$ cat src/rtl/rxseg_pkg.sv
package rxseg_pkg;
    typedef enum logic [2:0] {
        ST_IDLE,
        ST_CHK,
        ST_WAIT,
        ST_RECV,
        ST_TAIL,
        ST_DROP
    } rxseg_state_e;

    localparam int ALIGN_BITS = 5;
    localparam int MIN_BUF    = 64;
endpackage

$ cat src/rtl/rxseg_cfg_check.sv
module rxseg_cfg_check
    import rxseg_pkg::*;
#(
    parameter int LW = 16
) (
    input  logic [LW-1:0] len,
    output logic          ok
);
    localparam logic [LW-1:0] MIN_LEN = LW'(MIN_BUF);

    always_comb begin
        ok = (len[ALIGN_BITS-1:0] == '0) && (len >= MIN_LEN);
    end
endmodule

$ cat src/rtl/rxseg_ring_step.sv
module rxseg_ring_step #(
    parameter int NDESC = 8,
    parameter int IW    = $clog2(NDESC)
) (
    input  logic [IW-1:0] cur,
    input  logic          wrap,
    output logic [IW-1:0] nxt
);
    localparam logic [IW-1:0] LAST_IDX = IW'(NDESC - 1);

    always_comb begin
        if (wrap || cur == LAST_IDX) nxt = '0;
        else                         nxt = cur + 1'b1;
    end
endmodule

$ cat src/rtl/rxseg_addr_gen.sv
module rxseg_addr_gen
    import rxseg_pkg::*;
#(
    parameter int AW = 32,
    parameter int LW = 16
) (
    input  logic [AW-1:0] base,
    input  logic [LW-1:0] offset,
    output logic [AW-1:0] addr
);
    localparam logic [AW-1:0] LOW_MASK = AW'((1 << ALIGN_BITS) - 1);

    always_comb begin
        addr = (base & ~LOW_MASK) + AW'(offset);
    end
endmodule

$ cat src/rtl/rx_frame_segmenter.sv
module rx_frame_segmenter
    import rxseg_pkg::*;
#(
    parameter int NDESC = 8,
    parameter int AW    = 32,
    parameter int LW    = 16,
    parameter int IW    = $clog2(NDESC)
) (
    input  logic          clk,
    input  logic          rst_n,
    input  logic          start,
    input  logic [LW-1:0] buf_len,
    output logic          cfg_err,
    output logic          ring_err,
    output logic          running,
    input  logic          in_valid,
    input  logic [7:0]    in_data,
    input  logic          in_sof,
    input  logic          in_eof,
    output logic [IW-1:0] desc_rd_idx,
    input  logic [AW-1:0] desc_rd_base,
    input  logic          desc_rd_empty,
    input  logic          desc_rd_wrap,
    output logic          desc_wr_en,
    output logic [IW-1:0] desc_wr_idx,
    output logic [LW-1:0] desc_wr_len,
    output logic          desc_wr_last,
    output logic          mem_we,
    output logic [AW-1:0] mem_addr,
    output logic [7:0]    mem_data,
    output logic          frame_done,
    output logic          overrun
);
    rxseg_state_e  state, nxt_state;
    logic [IW-1:0] cur, nxt_cur, step_idx;
    logic [LW-1:0] cnt, nxt_cnt, total, nxt_total, buf_len_q;
    logic [LW-1:0] byte_cnt, tot_base, new_cnt, new_tot;
    logic          cfg_ok, take;

    rxseg_cfg_check #(.LW(LW)) u_cfg (
        .len (buf_len),
        .ok  (cfg_ok)
    );

    rxseg_ring_step #(.NDESC(NDESC), .IW(IW)) u_step (
        .cur  (cur),
        .wrap (desc_rd_wrap),
        .nxt  (step_idx)
    );

    rxseg_addr_gen #(.AW(AW), .LW(LW)) u_addr (
        .base   (desc_rd_base),
        .offset (byte_cnt),
        .addr   (mem_addr)
    );

    // state register process
    always_ff @(posedge clk or negedge rst_n) begin
        if (!rst_n) begin
            state     <= ST_IDLE;
            cur       <= '0;
            cnt       <= '0;
            total     <= '0;
            buf_len_q <= '0;
            cfg_err   <= 1'b0;
            ring_err  <= 1'b0;
        end else begin
            state <= nxt_state;
            cur   <= nxt_cur;
            cnt   <= nxt_cnt;
            total <= nxt_total;
            if (state == ST_IDLE && start) begin
                buf_len_q <= buf_len;
                cfg_err   <= !cfg_ok;
                ring_err  <= cfg_ok && !desc_rd_empty;
            end
            if (state == ST_CHK) ring_err <= !desc_rd_empty;
        end
    end

    assign running  = (state != ST_IDLE) && (state != ST_CHK);
    assign take     = in_valid && ((state == ST_RECV) || (state == ST_WAIT && in_sof));
    assign byte_cnt = (state == ST_WAIT) ? '0 : cnt;
    assign tot_base = (state == ST_WAIT) ? '0 : total;
    assign new_cnt  = byte_cnt + 1'b1;
    assign new_tot  = tot_base + 1'b1;
    assign mem_data = in_data;

    // next-state and output process
    always_comb begin
        nxt_state    = state;
        nxt_cur      = cur;
        nxt_cnt      = cnt;
        nxt_total    = total;
        desc_rd_idx  = cur;
        desc_wr_idx  = cur;
        desc_wr_en   = 1'b0;
        desc_wr_len  = buf_len_q;
        desc_wr_last = 1'b0;
        mem_we       = 1'b0;
        frame_done   = 1'b0;
        overrun      = 1'b0;
        unique case (state)
            ST_IDLE: begin
                desc_rd_idx = '0;
                if (start && cfg_ok && desc_rd_empty) nxt_state = ST_CHK;
            end
            ST_CHK: begin
                desc_rd_idx = IW'(1);
                nxt_cur     = '0;
                nxt_state   = desc_rd_empty ? ST_WAIT : ST_IDLE;
            end
            ST_WAIT, ST_RECV: begin
                if (take) begin
                    if (byte_cnt == '0 && !desc_rd_empty) begin
                        overrun   = 1'b1;
                        nxt_state = in_eof ? ST_WAIT : ST_DROP;
                    end else begin
                        mem_we = 1'b1;
                        if (new_cnt == buf_len_q) begin
                            desc_wr_en = 1'b1;
                            nxt_cur    = step_idx;
                            nxt_cnt    = '0;
                            nxt_total  = new_tot;
                            nxt_state  = in_eof ? ST_TAIL : ST_RECV;
                        end else if (in_eof) begin
                            desc_wr_en   = 1'b1;
                            desc_wr_last = 1'b1;
                            desc_wr_len  = new_tot;
                            frame_done   = 1'b1;
                            nxt_cur      = step_idx;
                            nxt_cnt      = '0;
                            nxt_state    = ST_WAIT;
                        end else begin
                            nxt_cnt   = new_cnt;
                            nxt_total = new_tot;
                            nxt_state = ST_RECV;
                        end
                    end
                end
            end
            ST_TAIL: begin
                nxt_state = ST_WAIT;
                if (desc_rd_empty) begin
                    desc_wr_en   = 1'b1;
                    desc_wr_last = 1'b1;
                    desc_wr_len  = total;
                    frame_done   = 1'b1;
                    nxt_cur      = step_idx;
                end else begin
                    overrun = 1'b1;
                end
            end
            ST_DROP: begin
                if (in_valid && in_eof) nxt_state = ST_WAIT;
            end
        endcase
    end

    // A buffer close that is not final always coincides with a byte write
    assert_full_close_R1: assert property (@(posedge clk) disable iff (!rst_n)
        (desc_wr_en && !desc_wr_last) |-> (mem_we && in_valid));

    // Completion pulse only on a final close
    assert_done_is_last_R2: assert property (@(posedge clk) disable iff (!rst_n)
        frame_done |-> (desc_wr_en && desc_wr_last));

    // Nothing is written while stopped
    assert_no_write_idle_R3: assert property (@(posedge clk) disable iff (!rst_n)
        !running |-> (!mem_we && !desc_wr_en));

    // First byte of a frame lands on an aligned address
    assert_addr_aligned_R5: assert property (@(posedge clk) disable iff (!rst_n)
        (mem_we && in_sof) |-> (mem_addr[ALIGN_BITS-1:0] == '0));

    // End byte that fills a buffer is followed by a tail close or an overrun
    assert_tail_follows_R6: assert property (@(posedge clk) disable iff (!rst_n)
        (desc_wr_en && !desc_wr_last && in_eof) |=> ((desc_wr_en && desc_wr_last && !mem_we) || overrun));

    // Closing a wrap-flagged descriptor returns the ring to index 0
    assert_wrap_zero_R7: assert property (@(posedge clk) disable iff (!rst_n)
        (desc_wr_en && desc_rd_wrap) |=> (desc_rd_idx == '0));

    // An overrun cycle writes nothing
    assert_overrun_quiet_R8: assert property (@(posedge clk) disable iff (!rst_n)
        overrun |-> (!mem_we && !desc_wr_en));
endmodule

$ cat config.mk
export PLATFORM = sky130hd
export DESIGN_NAME = rx_frame_segmenter
export DESIGN_NICKNAME = d
export VERILOG_FILES = /design/src/rtl/rxseg_pkg.sv /design/src/rtl/rxseg_cfg_check.sv /design/src/rtl/rxseg_ring_step.sv /design/src/rtl/rxseg_addr_gen.sv /design/src/rtl/rx_frame_segmenter.sv
export SDC_FILE = /design/constraint.sdc
export NUM_CORES = 1
export LEC_CHECK = 0
export ABC_AREA = 1
export BUFFER_PORTS_ARGS = -buffer_cell sky130_fd_sc_hd__buf_2
export CAP_MARGIN = 20
export CORE_MARGIN = 1
export CORE_UTILIZATION = 59
export DETAILED_ROUTE_END_ITERATION = 16
export GPL_TIMING_DRIVEN = 0
export PLACE_DENSITY = 0.88
export REMOVE_ABC_BUFFERS = 1
export SLEW_MARGIN = 20
export SYNTH_ARGS = -nofsm -noshare
export SYNTH_HDL_FRONTEND = slang
export SYNTH_SLANG_ARGS = --single-unit
$ cat constraint.sdc
create_clock -name clk -period 5.8 [get_ports clk]
set_input_delay 0.58 -clock clk [delete_from_list [all_inputs] [get_ports clk]]
set_output_delay 0.58 -clock clk [all_outputs]
set_load 0.03 [all_outputs]
## Yosys cells after proc, flatten, opt, wreduce, memory -nomap -nowiden

Cells that the tools add are included.

- Register bits: 56
- Logic and storage cells: 102
- Bits of input ports: 64

- $lt $le $gt $ge: 1
- Add/sub/neg operators: 4
- Reduce and logical (&&, ||, !) cells: 25
- Multiplexer cells: 49
- Equality and inequality tests: 15
- Bitwise operators: 1

Operators by type and width:

| cell | count |
|---|---|
| 2-to-1 mux 16 bit | 11 |
| 2-to-1 mux 3 bit | 13 |
| adder 16 x 1 -> 16 bit (second input constant) | 2 |
| adder 32 x 16 -> 32 bit | 1 |
| case mux 16 bit (2 select lines) | 1 |
| 2-to-1 mux 1 bit | 17 |
| == test 16 bit | 1 |
| greater-or-equal comparator 16 x 7 -> 1 bit (second input constant) | 1 |
| logical NOT 16 bit | 1 |
| case mux 3 bit (5 select lines) | 1 |
| logical AND 1 bit | 10 |
| == test 3 bit (second input constant) | 3 |
| case mux 3 bit (3 select lines) | 1 |
| inequality test 2 bit (second input constant) | 4 |
| == test 3 x 2 -> 1 bit (second input constant) | 2 |
| case mux 1 bit (2 select lines) | 3 |
| case mux 3 bit (2 select lines) | 1 |
| AND reduction 3 bit | 2 |
| nonzero test 3 bit | 2 |
| logical NOT 5 bit | 1 |
| AND reduction 5 bit | 1 |
| inequality test 2 x 1 -> 1 bit (second input constant) | 2 |
| AND reduction 4 bit | 1 |
| adder 3 x 1 -> 3 bit (second input constant) | 1 |
| 10 further kinds | 12 |

## Longest topological paths before layout

- Depth in word-level cells: 8
- Gate-level depth with buffers: 27

## Cells and area by module

From an unflattened synthesis, not the netlist that was laid out.

- Cells, all modules: 966
- Area total of the unflattened synthesis: 6074.6 um2

Modules (own cells, without submodules):

| module | area an instance (um2) | instances | cells an instance | seq. area each (um2) |
|---|---|---|---|---|
| rx_frame_segmenter | 4575.6 | 1 | 648 | 1401.3 |
| rxseg_addr_gen | 1388.8 | 1 | 296 | 0.0 |
| rxseg_ring_step | 57.6 | 1 | 10 | 0.0 |
| rxseg_cfg_check | 52.6 | 1 | 12 | 0.0 |

## Worst setup path after synthesis

No wires, ideal clock.

- Kind: register to output
- Start point: register state[2]
- End point: output desc_wr_len[10]
- Setup slack: 1.858 ns
- Data arrival time: 3.362 ns
- Cell stages (with the launch flop): 24
- Buffers on the path: 4
- Cells stage by stage: dfrtp_1 -> inv_2 -> nand3_4 -> buf_6 -> buf_6 -> buf_2 -> nand2_1 -> inv_1 -> ha_1 -> nand2_1 -> inv_1 -> nand3_1 -> nor2_2 -> nand3_1 -> nand3_1 -> nand2_1 -> nor2_1 -> nand3_1 -> nor2_1 -> nand2_2 -> buf_6 -> nand4_1 -> nand3_1 -> a21oi_1

- Cells in the longest elaborated chain, start to end: 8
- Elaborated cells on any way between the ends: 19

RTL lines:

| item | line | text |
|---|---|---|
| start, declared | rx_frame_segmenter.sv:34 | `rxseg_state_e state, nxt_state;` |
| start signal, assigned | rx_frame_segmenter.sv:68 | `state <= nxt_state;` |
| == test 3 x 2 -> 1 bit | n/a |  |
| 2-to-1 mux 16 bit (on tied branches) | rx_frame_segmenter.sv:83, rx_frame_segmenter.sv:84 |  |
| adder 16 x 1 -> 16 bit (on tied branches) | rx_frame_segmenter.sv:85, rx_frame_segmenter.sv:86 |  |
| == test 16 bit or 2-to-1 mux 16 bit (tied branches) | rx_frame_segmenter.sv:120, rx_frame_segmenter.sv:126 |  |
| 2-to-1 mux 16 bit | rx_frame_segmenter.sv:120 | `if (new_cnt == buf_len_q) begin` |
| 2-to-1 mux 16 bit | rx_frame_segmenter.sv:115 | `if (byte_cnt == '0 && !desc_rd_empty) begin` |
| 2-to-1 mux 16 bit | rx_frame_segmenter.sv:114 | `if (take) begin` |
| case mux 16 bit (2 select lines) (*) | rx_frame_segmenter.sv:103 | `unique case (state)` |
| end, declared | rx_frame_segmenter.sv:26 | `output logic [LW-1:0] desc_wr_len,` |

Mark *: on every way between the ends. The rest lies on a longest branch, timed or not.

## Final worst setup path

- Start point: register state[2]
- End point: output desc_wr_len[13]

Same word-level chain as after synthesis.

==> results.cfg <==
[synthesis]
synth-edff-count = 0
synth_top_cells_by_count = nand2_1 (215), inv_1 (96), nand3_1 (78)
ys_types = 41
seq_area_frac_synth_pct = 27.6
synth_top_cell_by_area = dfrtp_1
synth.area.top_cells = dfrtp_1 (28%), nand2_1 (16%), nand3_1 (7.7%), inv_1 (7.1%), nor2_1 (5.0%)
synth_area_mm2 = 0.00507
synth_seq_cells = 56
synth.avg_cell_area_um2 = 6.56
yosysMostFrequentCell = nand2_1
syn_inst = 773
async_flop_share_pct = 100
yosysWarnings = 0
synth_top_cell_area_share_pct = 27.6
ys.flop_type = dfrtp_1

[setup_path]
cpMostUsedCell = nand2_1
critPathRequiredTime_ps = 5220
worst_setup_path_start_kind = register
critPathMaxFanout = 46
endpoint_kind = primary output
cpMaxStageDelayCell = dfrtp_1
cp_top_family = simple AND/OR/NAND/NOR gates
path_buf_inv = 4
worstPathArrival_ps = 4460
path_cells = inv_2, nand3_4, nand2_1, inv_1, ha_1, nand2_1, inv_1, nand3_1, nor2_2, nand3_1, nand2_1, nand2_1, nand2_1, nand2_1, nand3_1, nor2_1, nand2_2, nand3_1, nand2_1, nand3_1, a21oi_1, buf_2
max_stage_delay_ps = 470
critPathKind = reg2out

[global_routing]
grt_remaining_overflow = 0
grt_pass1_vias = 5040
grt_max_degree = 57
grt_pass1_wl_mm = 22.6
antenna_found_initial = 0
grt.total_usage_pct = 31.9

[outcome]
outcome = finished clean

[cts]
cts-resized-gates = 0
cts_buffers = 5
clk_pin_slew_ps = 120
cts_hold_buffers = 0
cts_buffer_depth = 2
htreeDepth = 2
root_buffer = clkbuf_8
cts_tree = built
post_cts_buffers = 0
cts_num_sinks = 56
clk_latency_ps = 320

[finish]
area_delta_synth_final_pct = 12.1
diodes = 0
layout-drive-gt1-share_pct = 17.5
fin_nets = 944

[floorplan]
pin_count = 134
core_area_mm2 = 0.00826
dieWidth_um = 94.7
fp-row-count = 33
die-area_mm2 = 0.00897
dieHeight_um = 94.7
initial_core_util_pct = 61.4

[placement]
gp_congestion = 0.947
place_hpwl_mm = 11.1
io_buffers = 112

[power_and_ir_drop]
ir_drop_uv = 295
leakage_nw = 3.04
p_per_area_mw_per_mm2 = 422

[run]
maxCapViolCount = 0

[timing]
max_slew_margin_pct = 30.1
skew_ps = 18.8
fmax_ghz = 0.198
fin_crit_ps = 5040
grt_setup_unrepaired = false
timing.hold.ws_ps = 304
period_share_pct = 87.0
worst_pin_slew_ps = 1040
setup_viol = 0
tns_ps = 0
hold_violations = 0
maxSlewViolCount = 0

[drt]
drt_iter0_drc = 499
detail-route-antenna-nets = 0
dr.pass1.iters = 5
wl_mm = 14.3
num_vias = 5624
wire_per_inst_um = 14.7
drc = 0
vias_per_cell = 5.80

[worst_hold_path]
hp-class = in2async
-- layer usage --
metal  up-vias  wire (µm)  GRT usage (%)
met5         -          0              0
met1      2537       5880           41.2
met3        25       1430           4.75
met2       344       6610           54.0
met4         0        340           11.6
li1       2718          -              -
-- layout make-up --
| type | count | area (µm²) |
|---|---|---|
| flip-flops and latches | 56 | 1400 |
| well taps | 105 | 131 |
| multi-input cells | 586 | 3100 |
| inverters | 100 | 375 |
| fillers | 724 | 2570 |
| clock inverters | 3 | 23.8 |
| clock buffers | 5 | 68.8 |
| repair buffers | 114 | 586 |
-- power breakdown --
group / internal [mW] / total [mW] / leakage [nW] / switching [mW]
Sequential: 0.512 / 0.656 / 0.734 / 0.145
Combinational: 0.451 / 1.51 / 2.26 / 1.06
Clock: 0.0861 / 0.230 / 0.0404 / 0.143
-- state kept, by name, indices dropped and copies added, names as in the netlist --
signal and flops:
desc_wr_idx 3, buf_len_q 16, total 16, cfg_err 1, ring_err 1, cnt 16
state 3
-- path summary, 6_finish.rpt --
path,cells past startpoint,slack (ps),start,to
max,22,760,state[2]$_DFFE_PN0P_,desc_wr_len[13]
min reg2reg,2,500,cnt[15]$_DFFE_PN0P_,cnt[15]$_DFFE_PN0P_
min in group clk,3,470,buf_len[5],buf_len_q[5]$_DFFE_PN0P_
min,1,300,rst_n,buf_len_q[1]$_DFFE_PN0P_
max reg2reg,20,1740,state[2]$_DFFE_PN0P_,total[7]$_DFFE_PN0P_
max in group asynchronous,1,5000,rst_n,buf_len_q[15]$_DFFE_PN0P_
-- cell families after synthesis --
kind of cell / count (synthesis) / share of synthesized area, %
adders and majority gates: 17 / 4.34
and+or+nand+nor: 421 / 37.2
DFF: 56 / 27.6
buffers and inverters: 131 / 11.4
AOI/OAI and AO/OA: 109 / 12.4
xor gates and xnor gates: 39 / 7.01
-- stage by stage --
stage / power (mW) / cells / instance area, µm² / setup slack [ps] / util (%)
finish: 2.40 / 969 / 5680 / 756 / 68.8
global route: 2.56 / 969 / 5680 / 422 / 68.8
CTS: 2.37 / 969 / 5680 / 886 / 68.8
detailed placement: 2.14 / 961 / 5590 / 1240 / 67.7
global placement: 2.08 / 959 / 5560 / 1170 / 67.3
floorplan: 1.70 / 742 / 4870 / 1740 / -
-- cell usage in the layout, fill, tap and decap left out, types with 3 or more instances in the layout --
| cell type | instances |
|---|---|
| nand2_1 | 215 |
| nor2_1 | 64 |
| xnor2_1 | 13 |
| inv_2 | 3 |
| buf_2 | 111 |
| o21ai_0 | 34 |
| nand4_1 | 26 |
| o31ai_1 | 3 |
| o22ai_1 | 4 |
| dfrtp_1 | 56 |
| nand3_2 | 5 |
| a22oi_1 | 10 |
| clkbuf_8 | 5 |
| nand2_2 | 5 |
| o21ai_1 | 17 |
| nand3_1 | 78 |
| nor2_4 | 3 |
| xor2_1 | 25 |
| inv_1 | 96 |
| a221oi_1 | 7 |
| nor4_1 | 3 |
| nor3_1 | 7 |
| or2_2 | 3 |
| a21oi_1 | 27 |
| nor2_2 | 6 |
| ha_1 | 16 |
Note: power is estimated with default switching activity, not from simulation.
